### src/rtl/audio_ctl_pkg.sv
package audio_ctl_pkg;

    localparam int BYTE_W    = 8;
    localparam int REG_COUNT = 6;
    localparam int IDX_W     = 4;
    localparam int AUTO_BIT  = 4;
    localparam logic [BYTE_W-1:0] TARGET_ADDR = 8'h88;

    typedef enum logic [1:0] {
        LINK_IDLE,
        LINK_RECV,
        LINK_ACK,
        LINK_SKIP
    } link_state_t;

    typedef struct packed {
        logic              valid;
        logic              first;
        logic [BYTE_W-1:0] data;
    } rx_byte_t;

    typedef struct packed {
        logic [2:0] coarse;
        logic [2:0] fine;
        logic [1:0] boost;
    } vol_fields_t;

    typedef struct packed {
        logic [2:0] spare;
        logic [2:0] bass;
        logic [1:0] treble;
    } tone_fields_t;

    function automatic logic signed [7:0] vol_to_db(input logic [7:0] raw);
        vol_fields_t f;
        int          g;
        f = raw;
        g = 6 - 2 * int'(f.boost) - int'(f.fine) - 8 * int'(f.coarse);
        return g[7:0];
    endfunction

    function automatic logic [3:0] treble_to_db(input logic [1:0] t);
        int g;
        g = 12 - 4 * int'(t);
        return g[3:0];
    endfunction

    function automatic logic [3:0] bass_to_db(input logic [2:0] b);
        int g;
        g = 14 - 2 * int'(b);
        return g[3:0];
    endfunction

endpackage

### src/rtl/line_sync.sv
module line_sync #(
    parameter int STAGES = 2
) (
    input  logic clk,
    input  logic rst,
    input  logic scl_in,
    input  logic sda_in,
    output logic scl_rise,
    output logic scl_fall,
    output logic start_det,
    output logic stop_det,
    output logic sda_bit
);
    localparam int LINES = 2;

    logic [LINES-1:0] raw_in;
    logic [LINES-1:0] now_v;
    logic [LINES-1:0] prev_v;

    assign raw_in = {sda_in, scl_in};

    for (genvar i = 0; i < LINES; i++) begin : g_line
        logic [STAGES:0] pipe;
        always_ff @(posedge clk) begin
            if (rst) begin
                pipe <= '1;
            end else begin
                pipe <= {pipe[STAGES-1:0], raw_in[i]};
            end
        end
        assign now_v[i]  = pipe[STAGES-1];
        assign prev_v[i] = pipe[STAGES];
    end

    assign scl_rise  = now_v[0] & ~prev_v[0];
    assign scl_fall  = ~now_v[0] & prev_v[0];
    assign start_det = now_v[0] & prev_v[0] & prev_v[1] & ~now_v[1];
    assign stop_det  = now_v[0] & prev_v[0] & ~prev_v[1] & now_v[1];
    assign sda_bit   = now_v[1];

endmodule

### src/rtl/link_target.sv
module link_target
    import audio_ctl_pkg::*;
#(
    parameter logic [BYTE_W-1:0] ADDR = TARGET_ADDR
) (
    input  logic     clk,
    input  logic     rst,
    input  logic     scl_rise,
    input  logic     scl_fall,
    input  logic     start_det,
    input  logic     stop_det,
    input  logic     sda_bit,
    output rx_byte_t rx,
    output logic     sda_pull
);
    localparam int CNT_W = $clog2(BYTE_W + 1);
    localparam logic [CNT_W-1:0] FULL = CNT_W'(BYTE_W);

    link_state_t       state;
    logic [CNT_W-1:0]  bit_cnt;
    logic [BYTE_W-1:0] shreg;
    logic              addr_phase;
    logic              first_pending;

    always_ff @(posedge clk) begin
        if (rst) begin
            state         <= LINK_IDLE;
            bit_cnt       <= '0;
            shreg         <= '0;
            addr_phase    <= 1'b0;
            first_pending <= 1'b0;
            sda_pull      <= 1'b0;
            rx            <= '0;
        end else begin
            rx.valid <= 1'b0;
            if (start_det) begin
                state         <= LINK_RECV;
                bit_cnt       <= '0;
                addr_phase    <= 1'b1;
                first_pending <= 1'b1;
                sda_pull      <= 1'b0;
            end else if (stop_det) begin
                state    <= LINK_IDLE;
                sda_pull <= 1'b0;
            end else begin
                unique case (state)
                    LINK_RECV: begin
                        if (scl_rise && bit_cnt < FULL) begin
                            shreg   <= {shreg[BYTE_W-2:0], sda_bit};
                            bit_cnt <= bit_cnt + 1'b1;
                        end else if (scl_fall && bit_cnt == FULL) begin
                            if (addr_phase) begin
                                if (shreg == ADDR) begin
                                    state    <= LINK_ACK;
                                    sda_pull <= 1'b1;
                                end else begin
                                    state <= LINK_SKIP;
                                end
                            end else begin
                                rx            <= '{valid: 1'b1, first: first_pending, data: shreg};
                                first_pending <= 1'b0;
                                state         <= LINK_ACK;
                                sda_pull      <= 1'b1;
                            end
                        end
                    end
                    LINK_ACK: begin
                        if (scl_fall) begin
                            sda_pull   <= 1'b0;
                            state      <= LINK_RECV;
                            bit_cnt    <= '0;
                            addr_phase <= 1'b0;
                        end
                    end
                    default: ;
                endcase
            end
        end
    end


    pull_edge_chk: assert property (@(posedge clk) disable iff (rst)
        (sda_pull != $past(sda_pull)) |-> $past(scl_fall || start_det || stop_det));


    skip_silent_chk: assert property (@(posedge clk) disable iff (rst)
        (state == LINK_SKIP && !start_det) |=> !rx.valid && !sda_pull);

endmodule

### src/rtl/reg_bank.sv
module reg_bank
    import audio_ctl_pkg::*;
#(
    parameter int NREG = REG_COUNT
) (
    input  logic                         clk,
    input  logic                         rst,
    input  rx_byte_t                     rx,
    output logic [NREG-1:0][BYTE_W-1:0]  regs
);
    localparam logic [IDX_W-1:0] LAST_PLUS = IDX_W'(NREG);

    logic [IDX_W-1:0] ptr;
    logic             auto_inc;

    always_ff @(posedge clk) begin
        if (rst) begin
            ptr      <= '0;
            auto_inc <= 1'b0;
        end else if (rx.valid) begin
            if (rx.first) begin
                ptr      <= rx.data[IDX_W-1:0];
                auto_inc <= rx.data[AUTO_BIT];
            end else if (auto_inc && ptr < LAST_PLUS) begin
                ptr <= ptr + 1'b1;
            end
        end
    end

    for (genvar g = 0; g < NREG; g++) begin : g_reg
        always_ff @(posedge clk) begin
            if (rst) begin
                regs[g] <= '0;
            end else if (rx.valid && !rx.first && ptr == IDX_W'(g)) begin
                regs[g] <= rx.data;
            end
        end
    end


    regs_hold_chk: assert property (@(posedge clk) disable iff (rst)
        !rx.valid |=> $stable(regs));


    past_end_chk: assert property (@(posedge clk) disable iff (rst)
        (rx.valid && !rx.first && ptr >= LAST_PLUS) |=> $stable(regs) && $stable(ptr));

endmodule

### src/rtl/level_decode.sv
module level_decode
    import audio_ctl_pkg::*;
(
    input  logic               clk,
    input  logic               rst,
    input  logic [7:0]         vol_raw,
    input  logic [7:0]         tone_raw,
    output logic signed [7:0]  vol_db,
    output logic [3:0]         treble_db,
    output logic [3:0]         bass_db
);
    tone_fields_t tone_f;

    always_comb begin
        tone_f    = tone_raw;
        vol_db    = vol_to_db(vol_raw);
        treble_db = treble_to_db(tone_f.treble);
        bass_db   = bass_to_db(tone_f.bass);
    end


    vol_range_chk: assert property (@(posedge clk) disable iff (rst)
        vol_db <= 8'sd6 && vol_db >= -8'sd63);


    tone_range_chk: assert property (@(posedge clk) disable iff (rst)
        treble_db <= 4'd12 && bass_db <= 4'd14 && !treble_db[0] && !bass_db[0]);

endmodule

### src/rtl/audio_ctl_target.sv
module audio_ctl_target
    import audio_ctl_pkg::*;
(
    input  logic              clk,
    input  logic              rst,
    input  logic              scl_in,
    input  logic              sda_in,
    output logic              sda_pull_low,
    output logic [7:0]        vol_cfg,
    output logic [7:0]        tone_cfg,
    output logic [7:0]        input_cfg,
    output logic [7:0]        standby_cfg,
    output logic [7:0]        alc1_cfg,
    output logic [7:0]        alc2_cfg,
    output logic signed [7:0] vol_db,
    output logic [3:0]        treble_db,
    output logic [3:0]        bass_db
);
    logic     scl_rise, scl_fall, start_det, stop_det, sda_bit;
    rx_byte_t rx;
    logic [REG_COUNT-1:0][BYTE_W-1:0] regs;

    line_sync #(.STAGES(2)) u_sync (
        .clk       (clk),
        .rst       (rst),
        .scl_in    (scl_in),
        .sda_in    (sda_in),
        .scl_rise  (scl_rise),
        .scl_fall  (scl_fall),
        .start_det (start_det),
        .stop_det  (stop_det),
        .sda_bit   (sda_bit)
    );

    link_target #(.ADDR(TARGET_ADDR)) u_link (
        .clk       (clk),
        .rst       (rst),
        .scl_rise  (scl_rise),
        .scl_fall  (scl_fall),
        .start_det (start_det),
        .stop_det  (stop_det),
        .sda_bit   (sda_bit),
        .rx        (rx),
        .sda_pull  (sda_pull_low)
    );

    reg_bank #(.NREG(REG_COUNT)) u_bank (
        .clk  (clk),
        .rst  (rst),
        .rx   (rx),
        .regs (regs)
    );

    level_decode u_dec (
        .clk       (clk),
        .rst       (rst),
        .vol_raw   (regs[0]),
        .tone_raw  (regs[1]),
        .vol_db    (vol_db),
        .treble_db (treble_db),
        .bass_db   (bass_db)
    );

    assign vol_cfg     = regs[0];
    assign tone_cfg    = regs[1];
    assign input_cfg   = regs[2];
    assign standby_cfg = regs[3];
    assign alc1_cfg    = regs[4];
    assign alc2_cfg    = regs[5];

endmodule

### config.mk
export PLATFORM = sky130hd
export DESIGN_NAME = audio_ctl_target
export DESIGN_NICKNAME = d
export VERILOG_FILES = /design/src/rtl/audio_ctl_pkg.sv /design/src/rtl/line_sync.sv /design/src/rtl/link_target.sv /design/src/rtl/reg_bank.sv /design/src/rtl/level_decode.sv /design/src/rtl/audio_ctl_target.sv
export SDC_FILE = /design/constraint.sdc
export NUM_CORES = 1
export LEC_CHECK = 0
export CORE_UTILIZATION = 51
export DETAILED_ROUTE_END_ITERATION = 7
export DONT_BUFFER_PORTS = 1
export GPL_TIMING_DRIVEN = 0
export HOLD_SLACK_MARGIN = 0.08
export PLACE_DENSITY = 0.7
export SYNTH_ARGS = -nofsm -noshare
export SYNTH_HDL_FRONTEND = slang
export SYNTH_SLANG_ARGS = --single-unit
### constraint.sdc
create_clock -name clk -period 3.7 [get_ports clk]
set_input_delay 0.37 -clock clk [delete_from_list [all_inputs] [get_ports clk]]
set_output_delay 0.37 -clock clk [all_outputs]
set_load 0.01 [all_outputs]
==> qor.yml, run 1 <==
placement:
  place_congestion: 0.840
  portBuffers: 0
  dpl.hpwl_mm: 6.17
  dp.cells: 534
synth:
  synth-edff-count: 0
  netlist_instances: 436
  yosys_warnings: 0
  async_reset_ff_frac: 0
  synth_cell_type_count: 48
  ys_dominant_reg_cell: "dfxtp_1"
  avgSynthCellArea_um2: 8.59
  ys_ff_latch: 86
  synth_area_um2: 3750
  yosysSeqAreaShare: 0.460
cts:
  htreeDepth: 3
  cts_root_buf: "clkbuf_8"
  clock_sinks: 86
  cts_buffer_depth: 2
  cts_buffers: 9
  clock_latency_ns: 0.36
  post_cts_buffers: 0
  cts_tree: "built"
  clk_pin_slew_ns: 0.08
  cts-resized-gates: 0
  ctsHoldBuffers: 0
final_layout:
  layout.nets: 470
  areaGrowthSynthToFinish_pct: 9.35
  stdcell_count: 550
  antenna_cells: 0
  drive_gt1_frac: 0.0925
  fillers: 659
  seqCellArea_um2: 1720
  multi_input_area_um2: 1790
worst_hold_path:
  min_to: "u_sync.g_line[0].pipe[0]"
  hold_depth: 1
  hold_start: "scl_in"
  holdCritPathClass: "in2reg"
global_route:
  grt_pass1_vias: 2864
  grt_max_degree: 15
  grt_pass1_wl_mm: 13.6
  antenna_found_initial: 0
  grt-ovfl-total: 0
  track_usage: 0.231
sta:
  post-route-period-util: 0.689
  tns_ns: 0
  rsz0062_at_grt: "no"
  tightest_slew_ns: 0.888
  max_freq_mhz: 392
  setup-violations-final: 0
  max_slew_margin: 0.407
  slew_viol_final: 0
  finClkSkew_ns: 0.0107
  finalHoldViolCount: 0
  fin_crit_ns: 2.55
floorplanning:
  dieWidth_um: 87.7
  num_rows: 30
  dieArea_um2: 7690
  io_pins: 69
  core-area_um2: 6940
  start_util: 0.539
  die_y_um: 87.7
run:
  maxCapViolCount: 0
critical_path:
  r2r-end: "u_link.bit_cnt[2]"
  worst-path-max-fanout: 4
  worstSetupPathType: "reg2out"
  ff2ff_setup_slack_ns: 1.75
  rr_worst_depth: 6
  endpoint_kind: "output pin"
  r2r_start: "u_link.state[0]"
  crit_required_ns: 3.33
  startpoint_type: "flop"
  crit_arrival_ns: 2.18
run_status:
  status: "complete, no violations"
detailed_routing:
  vias: 3101
  drt_iter0_markers: 163
  postRouteAntennaNets: 0
  wl_per_cell_um: 15.6
  routed_wl_mm: 8.58
  vias_per_cell: 5.64
  drt-pass1-iter-count: 4
  drc: 0
power:
  peakVddDrop_mv: 0.342
  power_density_nw_per_um2: 460
  power.leakage_nw: 1.37
state kept, by name (all words and copies together), names as in the netlist:
register and flops:
u_bank.ptr 4, u_sync.g_line.pipe 6, u_link.rx 10, u_bank.auto_inc 1, u_link.bit_cnt 4, u_link.first_pending 1, u_link.state 2, u_link.sda_pull 1
u_bank.regs 48, u_link.shreg 8, u_link.addr_phase 1
power by group:
| part | internal (mW) | switching (mW) | leakage [nW] |
|---|---|---|---|
| clock | 0.396 | 0.320 | 0.108 |
| sequential | 0.946 | 0.0223 | 0.695 |
| combinational | 0.0882 | 0.113 | 0.565 |
worst max path at each step:
stage	startpoint	to	slack [ns]	cells after the start
final	u_bank.regs[0]	vol_db[6]	1.15	6
after global routing	u_bank.regs[0]	vol_db[6]	0.93	6
after CTS	u_bank.regs[0]	vol_db[6]	1.11	6
after detailed placement	u_bank.regs[0]	vol_db[6]	1.51	6
after global placement	u_bank.regs[0]	vol_db[6]	1.54	6
after floorplan	u_bank.regs[0]	vol_db[6]	1.66	6
cell families after synthesis:
family | after synthesis | synth area share
simple gates | 159 | 0.214
fa+ha+maj | 17 | 0.0588
xor+xnor | 7 | 0.0164
other cells | 1 | 0.00100
mux | 10 | 0.0267
buf+inv | 58 | 0.0651
flops | 86 | 0.460
compound gates | 98 | 0.158
metal layers:
| metal | share of wire | GRT usage | vias up | wire [um] |
|---|---|---|---|---|
| met4 | 0.015 | 0.0835 | 0 | 130 |
| li1 | - | - | 1525 | - |
| met3 | 0.063 | 0.0631 | 18 | 544 |
| met5 | 0 | 0 | - | 0 |
| met1 | 0.45 | 0.286 | 1477 | 3830 |
| met2 | 0.47 | 0.386 | 81 | 4070 |
worst max-delay path: stages (launching register included):
cell	delay, ns
dfxtp_1	0.45
inv_1	0.14
fa_1	0.46
nand2b_1	0.16
a21oi_1	0.21
o21ai_0	0.14
xnor2_1	0.26
final cells by class:
| cell class | instances | area share |
|---|---|---|
| Buffer | 32 | 0.0357 |
| Clock buffer | 10 | 0.0336 |
| Clock inverter | 6 | 0.0208 |
| Inverter | 26 | 0.0238 |
| Multi-Input combinational cell | 294 | 0.436 |
| Sequential cell | 86 | 0.420 |
| Tap cell | 96 | 0.0293 |
metrics by stage:
step / worst slack [ns] / util / hold slack, ns / power (mW) / area [um2]
after floorplan: 1.66 / - / 0.389 / 1.15 / 3750
after global placement: 1.54 / 0.558 / 0.401 / 1.18 / 3870
after detailed placement: 1.51 / 0.558 / 0.394 / 1.19 / 3870
after CTS: 1.11 / 0.590 / 0.104 / 1.90 / 4100
after global routing: 0.931 / 0.590 / 0.106 / 1.97 / 4100
final: 1.15 / 0.590 / 0.115 / 1.89 / 4100
placed cells by master (no fill, tap or decap), types with 3 or more instances in the layout:
master / Yosys / routed
nand2b_1: 5 / 5
nor3b_1: 3 / 3
xnor2_1: 3 / 3
conb_1: 1 / 3
clkbuf_8: 0 / 10
nor2_1: 13 / 13
a211oi_1: 5 / 5
dfxtp_1: 86 / 86
xor2_1: 4 / 4
buf_4: 3 / 3
nand2_1: 63 / 63
clkbuf_1: 22 / 22
a22o_1: 9 / 9
nor4b_1: 3 / 3
ha_1: 16 / 16
a21oi_1: 59 / 59
buf_2: 6 / 6
nand3_1: 50 / 50
o21ai_0: 4 / 4
or2_2: 7 / 7
a31oi_1: 4 / 4
a31o_2: 3 / 3
inv_1: 26 / 26
mux2i_1: 10 / 10
synth_stat cells, drive strengths merged, types with 5 or more instances:
cell    count  area (um2)
a21oi      59         295
a22o        9        78.8
mux2i      10         100
or2         8        52.6
clkbuf     22        82.6
dfxtp      86        1720
a211oi      5        37.5
nand2b      5        31.3
nand3      50         250
nand2      63         236
inv        26        97.6
buf        10        63.8
nor2       13        48.8
ha         16         200
(Power assumes the default switching activity.)
==> run 2, diff against run 1 <==
==> constraint.sdc (replaced) <==
create_clock -name clk -period 2.6 [get_ports clk]
set_input_delay 0.26 -clock clk [delete_from_list [all_inputs] [get_ports clk]]
set_output_delay 0.26 -clock clk [all_outputs]
set_load 0.01 [all_outputs]
==> run 2 against run 1 <==
Core utilization increased by 0.31 points. Sequential power increased by 42%. Setup slack lost 0.95 ns. First-iteration DRC count unchanged. Largest cell class unchanged. Final cell count increased by 0.36%. Via count increased by 1.0%. Routed wire length fell by 0.40%. Clock power is 42% higher. Cell area up 0.52%. Register-to-register slack got worse by 1.1 ns. Sequential share of layout area is 0.19 points lower. Hold slack improved by 0.011 ns.
==> qor.yml, run 2 (synthesized netlist as in run 1, its figures left out) <==
sta:
  setup-violations-final: 0
  fin_ws_ns: 0.197
  slew_viol_final: 0
  post-route-period-util: 0.924
  tns_ns: 0
  fin_crit_ns: 2.40
  finalHoldViolCount: 0
  tightest_slew_ns: 0.904
  max_slew_margin: 0.396
  max_freq_mhz: 416
  finalHoldWorstSlack_ns: 0.126
  finClkSkew_ns: 0.00907
  rsz0062_at_grt: "no"
placement:
  place_congestion: 0.840
  portBuffers: 0
  dpl.hpwl_mm: 6.17
  pre_cts_ws_ns: 0.516
critical_path:
  endpoint: "vol_db[6]"
  rr_worst_depth: 6
  cp_slowest_cell: "dfxtp_1"
  crit_arrival_ns: 2.14
  worstSetupPathType: "reg2out"
  path_depth: 6
  crit_required_ns: 2.34
  endpoint_kind: "output pin"
  ff2ff_setup_slack_ns: 0.65
  worstSetupStartpoint: "u_bank.regs[2]"
  r2r_start: "u_link.state[0]"
  worst-path-max-fanout: 4
  cp_num_buf_inv: 1
  crit_chain: "inv_1 -> fa_1 -> nand2b_1 -> a21oi_1 -> o21ai_0 -> xnor2_1"
  startpoint_type: "flop"
  critPathTopFamily: "flip-flops"
  max_stage_delay_ns: 0.43
  r2r-end: "u_link.bit_cnt[2]"
final_layout:
  post-route-util: 0.593
  areaGrowthSynthToFinish_pct: 9.92
  final_common_cell: "dfxtp_1"
  final_cell_mix: "85 x dfxtp_1, 63 x nand2_1, 59 x a21oi_1"
  top_regs: "u_bank.regs (48), u_link.rx (10), u_link.shreg (8)"
  largest_register_ff_count: 48
  antenna_cells: 0
  drive_gt1_frac: 0.0943
  layout.nets: 472
  top_register: "u_bank.regs"
power:
  p_total_mw: 2.68
  power_density_nw_per_um2: 651
  peakVddDrop_mv: 0.479
  power.leakage_nw: 1.38
floorplanning:
  start_util: 0.539
  dieWidth_um: 87.7
  dieArea_um2: 7690
  core-area_um2: 6940
  die_y_um: 87.7
  io_pins: 69
  num_rows: 30
detailed_routing:
  vias: 3132
  wl_per_cell_um: 15.5
  vias_per_cell: 5.67
  postRouteAntennaNets: 0
  drt_iter0_markers: 163
  drt-pass1-iter-count: 4
  drc: 0
  routed_wl_mm: 8.54
cts:
  clock_sinks: 86
  cts_buffers: 9
  cts_tree: "built"
  htreeDepth: 3
  post_cts_buffers: 0
  clk_pin_slew_ns: 0.08
  clock_latency_ns: 0.36
  cts_root_buf: "clkbuf_8"
  cts_buffer_depth: 2
global_route:
  grt_pass1_wl_mm: 13.7
  grt-ovfl-total: 0
  antenna_found_initial: 0
  grt_pass1_vias: 2870
  grt_max_degree: 15
  track_usage: 0.232
worst_hold_path:
  holdCritPathClass: "in2reg"
  hold_depth: 2
run:
  maxCapViolCount: 0
run_status:
  status: "complete, no violations"
run 2: through the flow:
step	std cells	instance area, um2
after floorplan	438	3750
after global placement	534	3870
after detailed placement	534	3870
after CTS	552	4120
after global routing	552	4120
final	552	4120
run 2: cell type report:
| type | instances | area, um2 |
|---|---|---|
| fillers | 657 | 2830 |
| multi-input cells | 294 | 1790 |
| flip-flops and latches | 86 | 1720 |
| plain buffers | 32 | 146 |
| clock buffers | 10 | 138 |
| well taps | 96 | 120 |
| inverters | 26 | 97.6 |
| clock inverters | 6 | 85.1 |
| repair buffers | 2 | 20.0 |
run 2: repair_timing:
item	CTS	global route
resized for setup	0	1
setup endpoints to repair	0	1
hold endpoints to repair	2	0
hold buffers	2	0
run 2: where the power goes:
| part | switching (mW) | internal, mW | total, mW |
|---|---|---|---|
| Clock | 0.453 | 0.563 | 1.02 |
| Combinational | 0.161 | 0.127 | 0.288 |
| Sequential | 0.0315 | 1.35 | 1.38 |
| Total | 0.645 | 2.04 | 2.68 |
run 2: how the worst min path moves through the flow:
stage | start | endpoint | slack [ns]
3_3_place_gp | scl_in | u_sync.g_line[0].pipe[0] | 0.37
2_1_floorplan | scl_in | u_sync.g_line[0].pipe[0] | 0.36
4_1_cts | rst | u_link.bit_cnt[2] | 0.11
5_1_grt | rst | u_link.bit_cnt[0] | 0.13
6_report | rst | u_link.bit_cnt[2] | 0.13
3_5_place_dp | sda_in | u_sync.g_line[1].pipe[0] | 0.37
run 2: layer usage:
layer / vias up / GRT usage / part of all wire
met1: 1491 / 0.287 / 0.44
met2: 92 / 0.386 / 0.48
met4: 0 / 0.0835 / 0.015
li1: 1531 / - / -
met5: - / 0 / 0
met3: 18 / 0.0631 / 0.067
